`config.mk`:
```
export PLATFORM = sky130hd
export DESIGN_NAME = divflag_unit
export DESIGN_NICKNAME = d
export VERILOG_FILES = /design/src/rtl/divflag_unit.sv
export SDC_FILE = /design/constraint.sdc
export NUM_CORES = 1
export LEC_CHECK = 0
export ABC_AREA = 1
export BUFFER_PORTS_ARGS = -buffer_cell sky130_fd_sc_hd__buf_2
export CAP_MARGIN = 20
export CORE_MARGIN = 4
export CORE_UTILIZATION = 40
export CTS_CLUSTER_SIZE = 16
export DETAILED_ROUTE_END_ITERATION = 6
export PLACE_DENSITY = 0.65
export SLEW_MARGIN = 10
export SYNTH_ARGS = -nofsm -noshare
export SYNTH_HDL_FRONTEND = slang
export SYNTH_SLANG_ARGS = --single-unit
```
`constraint.sdc`:
```
create_clock -name clk -period 6.6 [get_ports clk]
set_input_delay 0.99 -clock clk [delete_from_list [all_inputs] [get_ports clk]]
set_output_delay 0.99 -clock clk [all_outputs]
set_load 0.01 [all_outputs]
```
`src/rtl/divflag_unit.sv`:
```
module divflag_unit #(
  parameter int W   = 32,
  parameter int SEL = 3,
  parameter int AW  = 32
) (
  input  logic           clk,
  input  logic           rst_n,
  input  logic           start,
  input  logic           op_long,
  input  logic           op_signed,
  input  logic           op_wide,
  input  logic [W-1:0]   src_lo,
  input  logic [W-1:0]   src_hi,
  input  logic [W-1:0]   divisor,
  input  logic [SEL-1:0] q_sel,
  input  logic [SEL-1:0] r_sel,
  input  logic [2:0]     flags_in,
  input  logic [AW-1:0]  pc_in,
  output logic           busy,
  output logic           done,
  output logic           wr_en,
  output logic [SEL-1:0] wr_sel,
  output logic [W-1:0]   wr_data,
  output logic [3:0]     flags_out,
  output logic           trap,
  output logic [AW-1:0]  trap_pc
);
  localparam int H  = W / 2;
  localparam int W2 = 2 * W;
  localparam int CW = $clog2(W2 + 1);
  localparam logic [W2-1:0] ONE2 = {{(W2-1){1'b0}}, 1'b1};
  localparam logic [W-1:0]  ONE1 = {{(W-1){1'b0}}, 1'b1};

  typedef enum logic [2:0] {S_IDLE, S_RUN, S_POST, S_WRQ, S_ZERO} st_t;

  st_t             st;
  logic [CW-1:0]   cnt;
  logic [W-1:0]    rem, dvs;
  logic [W2-1:0]   quo;
  logic            q_neg, r_neg, is_long, is_signed;
  logic [SEL-1:0]  qs, rs;
  logic [2:0]      prev;
  logic [AW-1:0]   pc_q;

  // operand capture
  logic            wide_in, sd_in, sv_in;
  logic [W-1:0]    dv_raw, dv_mag;
  logic [W2-1:0]   dd_raw, dd_mag;

  assign wide_in = op_long & op_wide;
  assign dv_raw  = op_long ? divisor : {{H{op_signed & divisor[H-1]}}, divisor[H-1:0]};
  assign dd_raw  = wide_in ? {src_hi, src_lo} : {{W{op_signed & src_lo[W-1]}}, src_lo};
  assign sd_in   = op_signed & dd_raw[W2-1];
  assign sv_in   = op_signed & dv_raw[W-1];
  assign dd_mag  = sd_in ? ~dd_raw + ONE2 : dd_raw;
  assign dv_mag  = sv_in ? ~dv_raw + ONE1 : dv_raw;

  // one restoring step
  logic [W:0]      rem_sh, rem_sub;
  logic            ge;
  assign rem_sh  = {rem, quo[W2-1]};
  assign ge      = rem_sh >= {1'b0, dvs};
  assign rem_sub = rem_sh - {1'b0, dvs};

  // result fixup
  logic [W2-1:0]   q_val, lim;
  logic [W-1:0]    r_val;
  logic            ovf, n_res, z_res;
  assign q_val = q_neg ? ~quo + ONE2 : quo;
  assign r_val = r_neg ? ~rem + ONE1 : rem;

  always_comb begin
    if (!is_signed) lim = (ONE2 << (is_long ? W : H)) - ONE2;
    else            lim = (ONE2 << ((is_long ? W : H) - 1)) - (q_neg ? '0 : ONE2);
  end
  assign ovf   = quo > lim;
  assign n_res = is_long ? q_val[W-1] : q_val[H-1];
  assign z_res = is_long ? (q_val[W-1:0] == '0) : (q_val[H-1:0] == '0);

  always_ff @(posedge clk or negedge rst_n) begin
    if (!rst_n) begin
      st <= S_IDLE; cnt <= '0; rem <= '0; quo <= '0; dvs <= '0;
      q_neg <= 1'b0; r_neg <= 1'b0; is_long <= 1'b0; is_signed <= 1'b0;
      qs <= '0; rs <= '0; prev <= '0; pc_q <= '0;
    end else begin
      case (st)
        S_IDLE: if (start) begin
          qs <= q_sel; rs <= r_sel; prev <= flags_in; pc_q <= pc_in;
          is_long <= op_long; is_signed <= op_signed;
          q_neg <= sd_in ^ sv_in; r_neg <= sd_in;
          dvs <= dv_mag; rem <= '0;
          quo <= wide_in ? dd_mag : {dd_mag[W-1:0], {W{1'b0}}};
          cnt <= wide_in ? CW'(W2) : CW'(W);
          st  <= (dv_raw == '0) ? S_ZERO : S_RUN;
        end
        S_RUN: begin
          rem <= ge ? rem_sub[W-1:0] : rem_sh[W-1:0];
          quo <= {quo[W2-2:0], ge};
          cnt <= cnt - 1'b1;
          if (cnt == CW'(1)) st <= S_POST;
        end
        S_POST:  st <= (is_long && !ovf) ? S_WRQ : S_IDLE;
        default: st <= S_IDLE;
      endcase
    end
  end

  assign busy    = st != S_IDLE;
  assign trap    = st == S_ZERO;
  assign trap_pc = pc_q;
  assign wr_en   = (st == S_POST && !ovf) || st == S_WRQ;
  assign wr_sel  = (st == S_POST && is_long) ? rs : qs;
  assign wr_data = (st == S_WRQ) ? q_val[W-1:0]
                 : is_long ? r_val : {r_val[H-1:0], q_val[H-1:0]};
  assign done    = (st == S_POST && (ovf || !is_long)) || st == S_WRQ || st == S_ZERO;

  always_comb begin
    if (st == S_ZERO) flags_out = {prev, 1'b0};
    else if (ovf)     flags_out = {prev[2], 1'b0, 1'b1, 1'b0};
    else              flags_out = {n_res, z_res, 1'b0, 1'b0};
  end
endmodule


```
==> run summary, run 1 <==
===============================================================================
RSZ-0062 raised after global routing                                         no
Total Wirelength                                                       66700 um
Effective utilization at floorplan                                        0.408
Post-CTS resize count                                                         0
Number of I/O port buffers                                                  216
Count of mapped cells out of synthesis                                     2761
Flip-flop cell with the highest count after synthesis                   dfrtp_1
R2r endpoint                                                       quo[34]$_DFFE_PN0P_
Placeable core area                                                  0.0412 mm2
Source of the worst register-to-register timing path               st[1]$_DFFE_PN0P_
Antenna violations before repair                                              1
FFs w/ async S/R, synth                                                    1.00
Area taken by multi-input logic gates                                0.0105 mm2
CTS Root Buffer Type                                                  clkbuf_16
Final weighted congestion in routability-driven placement                  1.05
DIE HEIGHT                                                               213 um
Number of hold buffers added after CTS                                        0
R2R depth                                                                     9
Width of the die                                                         213 um
Run status                                                            completed
Met3 routed WL                                                          5860 um
Data arrival time at the worst-slack endpoint                           3660 ps
Worst min-delay path class                                           reg -> reg
Start-to-end type of the worst setup path                            reg -> out
Combined flip-flop and latch cell area                              0.00458 mm2
Number of library cell types mapped by synthesis                             57
Seq/Total Area, Yosys                                                     0.273
Proportion of layout cells with a drive suffix above 1                    0.110
# DRC                                                                         0
Number of endpoints with negative hold slack in the final report              0
Final Net Count                                                            3106
Area share of the largest cell type after synthesis                       0.273
Worst IR drop on VDD                                                     320 uV
Number of global-route vias before repair                                 18100
Iteration-0 DRC count of the detailed router                               2085
Dominant cell type by area after synthesis                              dfrtp_1
Detailed-router iteration count before antenna repair                         6
Fillcell total                                                             4474
CP Cell Sequence                                                   ha_1 -> nand2_1 -> nand2_1 -> inv_1 -> o21ai_0 -> nand3_1 -> nor2_1 -> nand2_1 -> nand3_1 -> nand2_1 -> nand2_1 -> nand2_1 -> o21ai_1 -> buf_2
Grt ovf                                                                       0
# clock sinks                                                               183
Critical-path maximum fanout                                                 27
Final-layout worst hold slack                                            470 ps
Bufs and invs on worst path                                                   2
Element type at the critical path end                               output port
Floorplan die area                                                   0.0453 mm2
Nature of the critical path startpoint                                 register
Maximum clock rate                                                    0.215 GHz
Synthesized area per cell                                              6.08 um2
Worst clock skew                                                        12.0 ps
Number of enable-type register cells in the synthesized netlist               0
Most common cell in the netlist                                         nand2_1
Number of H-tree levels                                                       4
Setup total negative slack                                                 0 ps
CP max stage cell                                                       dfrtp_1
Warnings from Yosys                                                           0
Leading cell types by total area after synthesis                   dfrtp_1 27%, nand2_1 21%, nand3_1 8.1%, inv_1 6.8%, nor2_1 5.9%
Drt wl/cell                                                             19.3 um
Leakage power                                                           9.70 nW
CTS tree                                                                   done
Post-route met1 wirelength                                             30800 um
Max-Slew Margin vs Limit                                                  0.313
Critical path's top delay family                                   simple AND/OR/NAND/NOR gates
Total vias in the final route                                             19300
Clock Pin Slew Worst Setup and Hold Paths                                 80 ps
Required time of the worst setup path                                   5610 ps
Critical Path Max Stage Delay                                            860 ps
Cell with the most instances on the worst path                          nand2_1
Bufs on Longest Clock Path                                                    2
Growth of design area from synthesis to finish                            11.8%
Slew Limit Fails                                                              0
Cell Area, Synth                                                     0.0168 mm2
Yosys reg bits                                                              183
FP Rows                                                                      74
Instance count along the most critical hold path                              2
Number of nets with antenna violations after detailed routing                 0
Syn Nets                                                                   2951
Latest clock arrival within the worst-skew pair                          450 ps
R2R setup slack                                                         2950 ps
Max cap viols                                                                 0
Average vias per placed instance                                           5.58
First-pass GRT wire length                                            104000 um
HPWL after detailed placement                                          53400 um
Worst Min Path Start                                               trap_pc[21]$_DFFE_PN0P_
Uppermost signal routing layer after detailed routing                      met4
Pwr per Cell Area                                                    550 mW/mm2
Commonest cells in the netlist                                     961 x nand2_1, 306 x inv_1, 271 x nand3_1
Number of setup buffers added after CTS                                       0
Largest net degree at the start of global routing                           108
GRT Resource Usage Total                                                  0.290
Final min period                                                        4650 ps
# diodes                                                                      0
Share of the clock period used by the worst path                          0.705
CTS buffer count                                                             17
Boundary pin count                                                          218
Total length of routed met2 wires                                      28200 um
Sink of the worst hold path                                        trap_pc[21]$_DFFE_PN0P_
Slew @ Worst Pin                                                        1030 ps
Setup-violating endpoint count in the final report                            0
===============================================================================
cell type report:
class | instances | share of cell area
inverters | 321 | 0.0643
multi-input cells | 2160 | 0.561
repair buffers | 233 | 0.0649
well taps | 532 | 0.0355
clock buffers | 18 | 0.0229
clock inverters | 14 | 0.00760
flip-flops and latches | 183 | 0.244
kinds of logic (layout without fill, tap and decap cells):
logic type                 count (synthesis)  count (layout)  synth area share
and+or+nand+nor                         1638            1638             0.410
buffers and inverters                    418             586             0.101
AOI/OAI and AO/OA                        383             383             0.132
DFF                                      183             183             0.273
xor gates and xnor gates                  90              90            0.0469
adders and majority gates                 47              47            0.0355
other                                      1               1          0.000223
muxes                                      1               1          0.000596
layout by cell type, fill, tap and decap left out, types with 4 or more instances in the layout:
master,synthesis,layout
nor2_1,265,264
nor2_2,11,10
o21ai_1,34,34
nand2_2,10,11
o21a_1,11,11
xnor2_1,22,22
ha_1,46,46
nor3_1,24,24
o221ai_1,30,30
a21boi_0,5,5
nand3b_1,15,15
nand2_1,961,960
nor3_2,5,4
o211ai_1,9,9
buf_4,7,17
clkbuf_16,0,17
inv_1,306,306
clkinvlp_4,0,5
o22ai_1,5,5
a31oi_1,12,12
nand3_1,271,271
dfrtp_1,183,183
o21bai_1,14,14
nand4_1,45,45
o31ai_1,7,7
inv_2,12,12
buf_2,19,215
nor4_1,10,10
xor2_1,68,68
a21o_1,4,4
or2_2,6,6
a21oi_1,74,74
o21ai_0,169,169
flip-flops by register name (all words and copies together), names as in the netlist:
register	flops
is_signed	1
prev	3
cnt	7
r_neg	1
q_neg	1
qs	3
st	3
is_long	1
rem	32
rs	3
dvs	32
quo	64
trap_pc	32
tightest hold or removal path: stages, from the launching register on:
cell and delay, ps:
dfrtp_1 340, nand2_1 50, nand2_1 50
metrics by stage:
| stage | setup WS, ps | std cells | total power, mW | utilization | cell area, um2 |
|---|---|---|---|---|---|
| finish | 1950 | 3461 | 10.3 | 0.456 | 18800 |
| global route | 1710 | 3461 | 11.2 | 0.456 | 18800 |
| CTS | 2000 | 3461 | 10.2 | 0.456 | 18800 |
| detailed placement | 2510 | 3429 | 9.14 | 0.442 | 18200 |
| global placement | 2510 | 3429 | 9.07 | 0.442 | 18200 |
| floorplan | 3260 | 2761 | 6.89 | - | 16800 |
power by group:
| part | leakage, nW | total (mW) | switching, mW | internal [mW] |
|---|---|---|---|---|
| Combinational | 7.23 | 6.99 | 4.74 | 2.25 |
| Clock | 0.266 | 1.03 | 0.498 | 0.530 |
| Sequential | 2.21 | 2.31 | 0.614 | 1.69 |
worst max path at each step:
stage / start / end / depth (start not counted)
6_report: is_long$_DFFE_PN0P_ / flags_out[3] / 14
5_1_grt: is_long$_DFFE_PN0P_ / flags_out[3] / 15
4_1_cts: is_long$_DFFE_PN0P_ / flags_out[3] / 14
3_5_place_dp: is_long$_DFFE_PN0P_ / flags_out[3] / 14
3_3_place_gp: is_long$_DFFE_PN0P_ / flags_out[3] / 14
2_1_floorplan: is_long$_DFFE_PN0P_ / flags_out[3] / 15
per-layer routing:
metal | vias to the layer above | GRT usage
li1 | 9240 | -
met1 | 9082 | 0.432
met2 | 872 | 0.433
met3 | 104 | 0.0502
met4 | 0 | 0.0846
met5 | - | 0
Power figures use the tool's default switching activity.
==> run 2, diff against run 1 <==
Settings changed: PLACE_DENSITY 0.65 to 0.67.
Clock period 6.6 ns to 4 ns, I/O delays scaled along.
==> run 2 against run 1 <==
  * Flip-flop and latch count unchanged
  * Utilization up 0.49 points
  * Highest routed layer is now met5
  * Critical path type unchanged
  * Count of clock-buffer cells in the layout down 1
  * Largest power group unchanged
  * Cell count up 0.29%
  * Critical endpoint unchanged
  * Sequential share of layout area down 0.26 points
==> run summary, run 2 (synthesized netlist as in run 1, its figures left out) <==
=====================================================================================
Width of the die                                                               213 um
Number of global-route vias before repair                                       17900
Number of hold buffers added after CTS                                              0
Final min period                                                              3720 ps
Drt wl/cell                                                                   18.9 um
R2R setup slack                                                                950 ps
Register with the most flip-flops                                                 quo
Bufs on Longest Clock Path                                                          2
Final Net Count                                                                  3116
Number of endpoints with negative hold slack in the final report                    0
Critical-path maximum fanout                                                        5
Layout Cells excl Fill                                                           3471
# diodes                                                                            0
# DRC                                                                               0
Worst clock skew                                                              13.4 ps
CTS tree                                                                         done
Max-Slew Margin vs Limit                                                        0.298
Internal power                                                                7.56 mW
Placeable core area                                                        0.0412 mm2
Maximum clock rate                                                          0.269 GHz
Proportion of total power due to net switching                                  0.563
HPWL after detailed placement                                                52700 um
Setup-violating endpoint count in the final report                                  0
Psw                                                                           9.74 mW
Nature of the critical path startpoint                                       register
Boundary pin count                                                                218
Iteration-0 DRC count of the detailed router                                     1810
Slew Limit Fails                                                                    0
Required time of the worst setup path                                         3400 ps
Total vias in the final route                                                   19000
Combinational power share                                                       0.673
Growth of design area from synthesis to finish                                  13.0%
Post-CTS resize count                                                               0
Grt ovf                                                                             0
Most used cells in the layout excluding fill and tap cells               960 x nand2_1, 306 x inv_1, 271 x nand3_1
Floorplan die area                                                         0.0453 mm2
Global-route track usage on met3                                               0.0552
Element type at the critical path end                                     output port
Antenna violations before repair                                                    1
Clock Pin Slew Worst Setup and Hold Paths                                       80 ps
Average vias per placed instance                                                 5.49
Data arrival time at the worst-slack endpoint                                 3120 ps
Met1 track demand over resource in global routing                               0.416
CTS buffer count                                                                   17
Most frequent standard cell in the layout excluding fill and tap cells        nand2_1
Largest net degree at the start of global routing                                  81
Max FFs per register                                                               64
Number of H-tree levels                                                             4
Number of nets with antenna violations after detailed routing                       0
Detailed-router iteration count before antenna repair                               7
Number of setup buffers added after CTS                                             0
Final weighted congestion in routability-driven placement                        1.04
R2r endpoint                                                             rem[17]$_DFFE_PN0P_
Worst IR drop on VDD                                                           603 uV
R2R depth                                                                          12
DIE HEIGHT                                                                     213 um
FP Rows                                                                            74
Effective utilization at floorplan                                              0.408
GRT Resource Usage Total                                                        0.285
Latest clock arrival within the worst-skew pair                                460 ps
Count of placed standard cells including taps                                    3439
Slew @ Worst Pin                                                              1050 ps
Met2 Track Usage GR                                                             0.426
# clock sinks                                                                     183
Setup total negative slack                                                       0 ps
Pwr per Cell Area                                                          912 mW/mm2
Share of the clock period used by the worst path                                0.931
Run status                                                                  completed
Leakage power                                                                 9.81 nW
First-pass GRT wire length                                                  101000 um
Most used routing layer                                                          met2
Proportion of layout cells with a drive suffix above 1                          0.113
Total Wirelength                                                             65600 um
Start-to-end type of the worst setup path                                  reg -> out
Max cap viols                                                                       0
RSZ-0062 raised after global routing                                               no
Number of I/O port buffers                                                        216
Proportion of power drawn by the clock network                                  0.110
Source of the worst register-to-register timing path                     rem[15]$_DFFE_PN0P_
CTS Root Buffer Type                                                        clkbuf_16
Sequential share of power                                                       0.218
Worst min-delay path class                                                in -> async
=====================================================================================
[run 2: cell count changes in the layout (fill, tap and decap cells not counted)]
cell,before,now
inv_12,0,2
clkinv_2,2,0
bufinv_16,1,2
clkinv_8,1,7
buf_4,17,24
clkbuf_1,1,0
buf_12,0,2
clkinvlp_4,5,0
inv_8,2,1
buf_6,0,1
[run 2: layout make-up]
type                    instances  area [um2]
clock buffers                  17         425
clock inverters                15         244
fillers                      4438       22200
inverters                     321        1210
multi-input cells            2160       10500
flip-flops and latches        183        4580
well taps                     532         666
repair buffers                243        1320
[run 2: per-layer routing]
metal / share of wire / routed length, um / vias up
li1: - / - / 9249
met1: 0.46 / 30500 / 8888
met2: 0.42 / 27800 / 802
met3: 0.083 / 5410 / 106
met4: 0.028 / 1850 / 2
met5: 0.00020 / 13 / -
[run 2: critical path: stages (launching register included)]
cell and delay [ps]:
dfrtp_1 390, inv_1 80, ha_1 170, nand3_1 120
ha_1 320, a21oi_1 150, nand2_1 60, nor2_1 120
inv_1 70, nor2_1 90, nand2_1 60, a21oi_1 150
nand3_1 110, nand2_1 360, nand2_1 130, nand2_1 90
o21ai_1 60, buf_2 150
[run 2: through the flow]
stage / power, mW / setup slack [ps] / area, um2 / hold slack, ps / util
final: 17.3 / 276 / 19000 / 142 / 0.460
after global routing: 18.9 / 67.4 / 19000 / 197 / 0.460
after CTS: 17.1 / 217 / 19000 / 187 / 0.460
after detailed placement: 15.2 / 732 / 18300 / 454 / 0.444
after global placement: 15.1 / 785 / 18300 / 451 / 0.444
after floorplan: 11.4 / 1050 / 16800 / 304 / -
[run 2: power groups by stage]
| stage | registers, mW | logic, mW | clock network [mW] |
|---|---|---|---|
| 3_5_place_dp | 3.74 | 11.5 | 0 |
| 4_1_cts | 3.72 | 11.5 | 1.93 |
| 2_1_floorplan | 3.45 | 7.91 | 0 |
| 3_3_place_gp | 3.72 | 11.3 | 0 |
| 5_1_grt | 3.87 | 13.0 | 2.00 |
| 6_report | 3.76 | 11.6 | 1.90 |
[run 2: how the worst max path moves through the flow]
stage / end / startpoint / slack [ps] / cells past startpoint
after floorplan: flags_out[3] / is_long$_DFFE_PN0P_ / 1050 / 15
after global placement: flags_out[3] / q_neg$_DFFE_PN0P_ / 790 / 14
after detailed placement: flags_out[3] / q_neg$_DFFE_PN0P_ / 730 / 14
after CTS: flags_out[3] / q_neg$_DFFE_PN0P_ / 220 / 13
after global routing: flags_out[3] / q_neg$_DFFE_PN0P_ / 70 / 17
final: flags_out[3] / q_neg$_DFFE_PN0P_ / 280 / 17
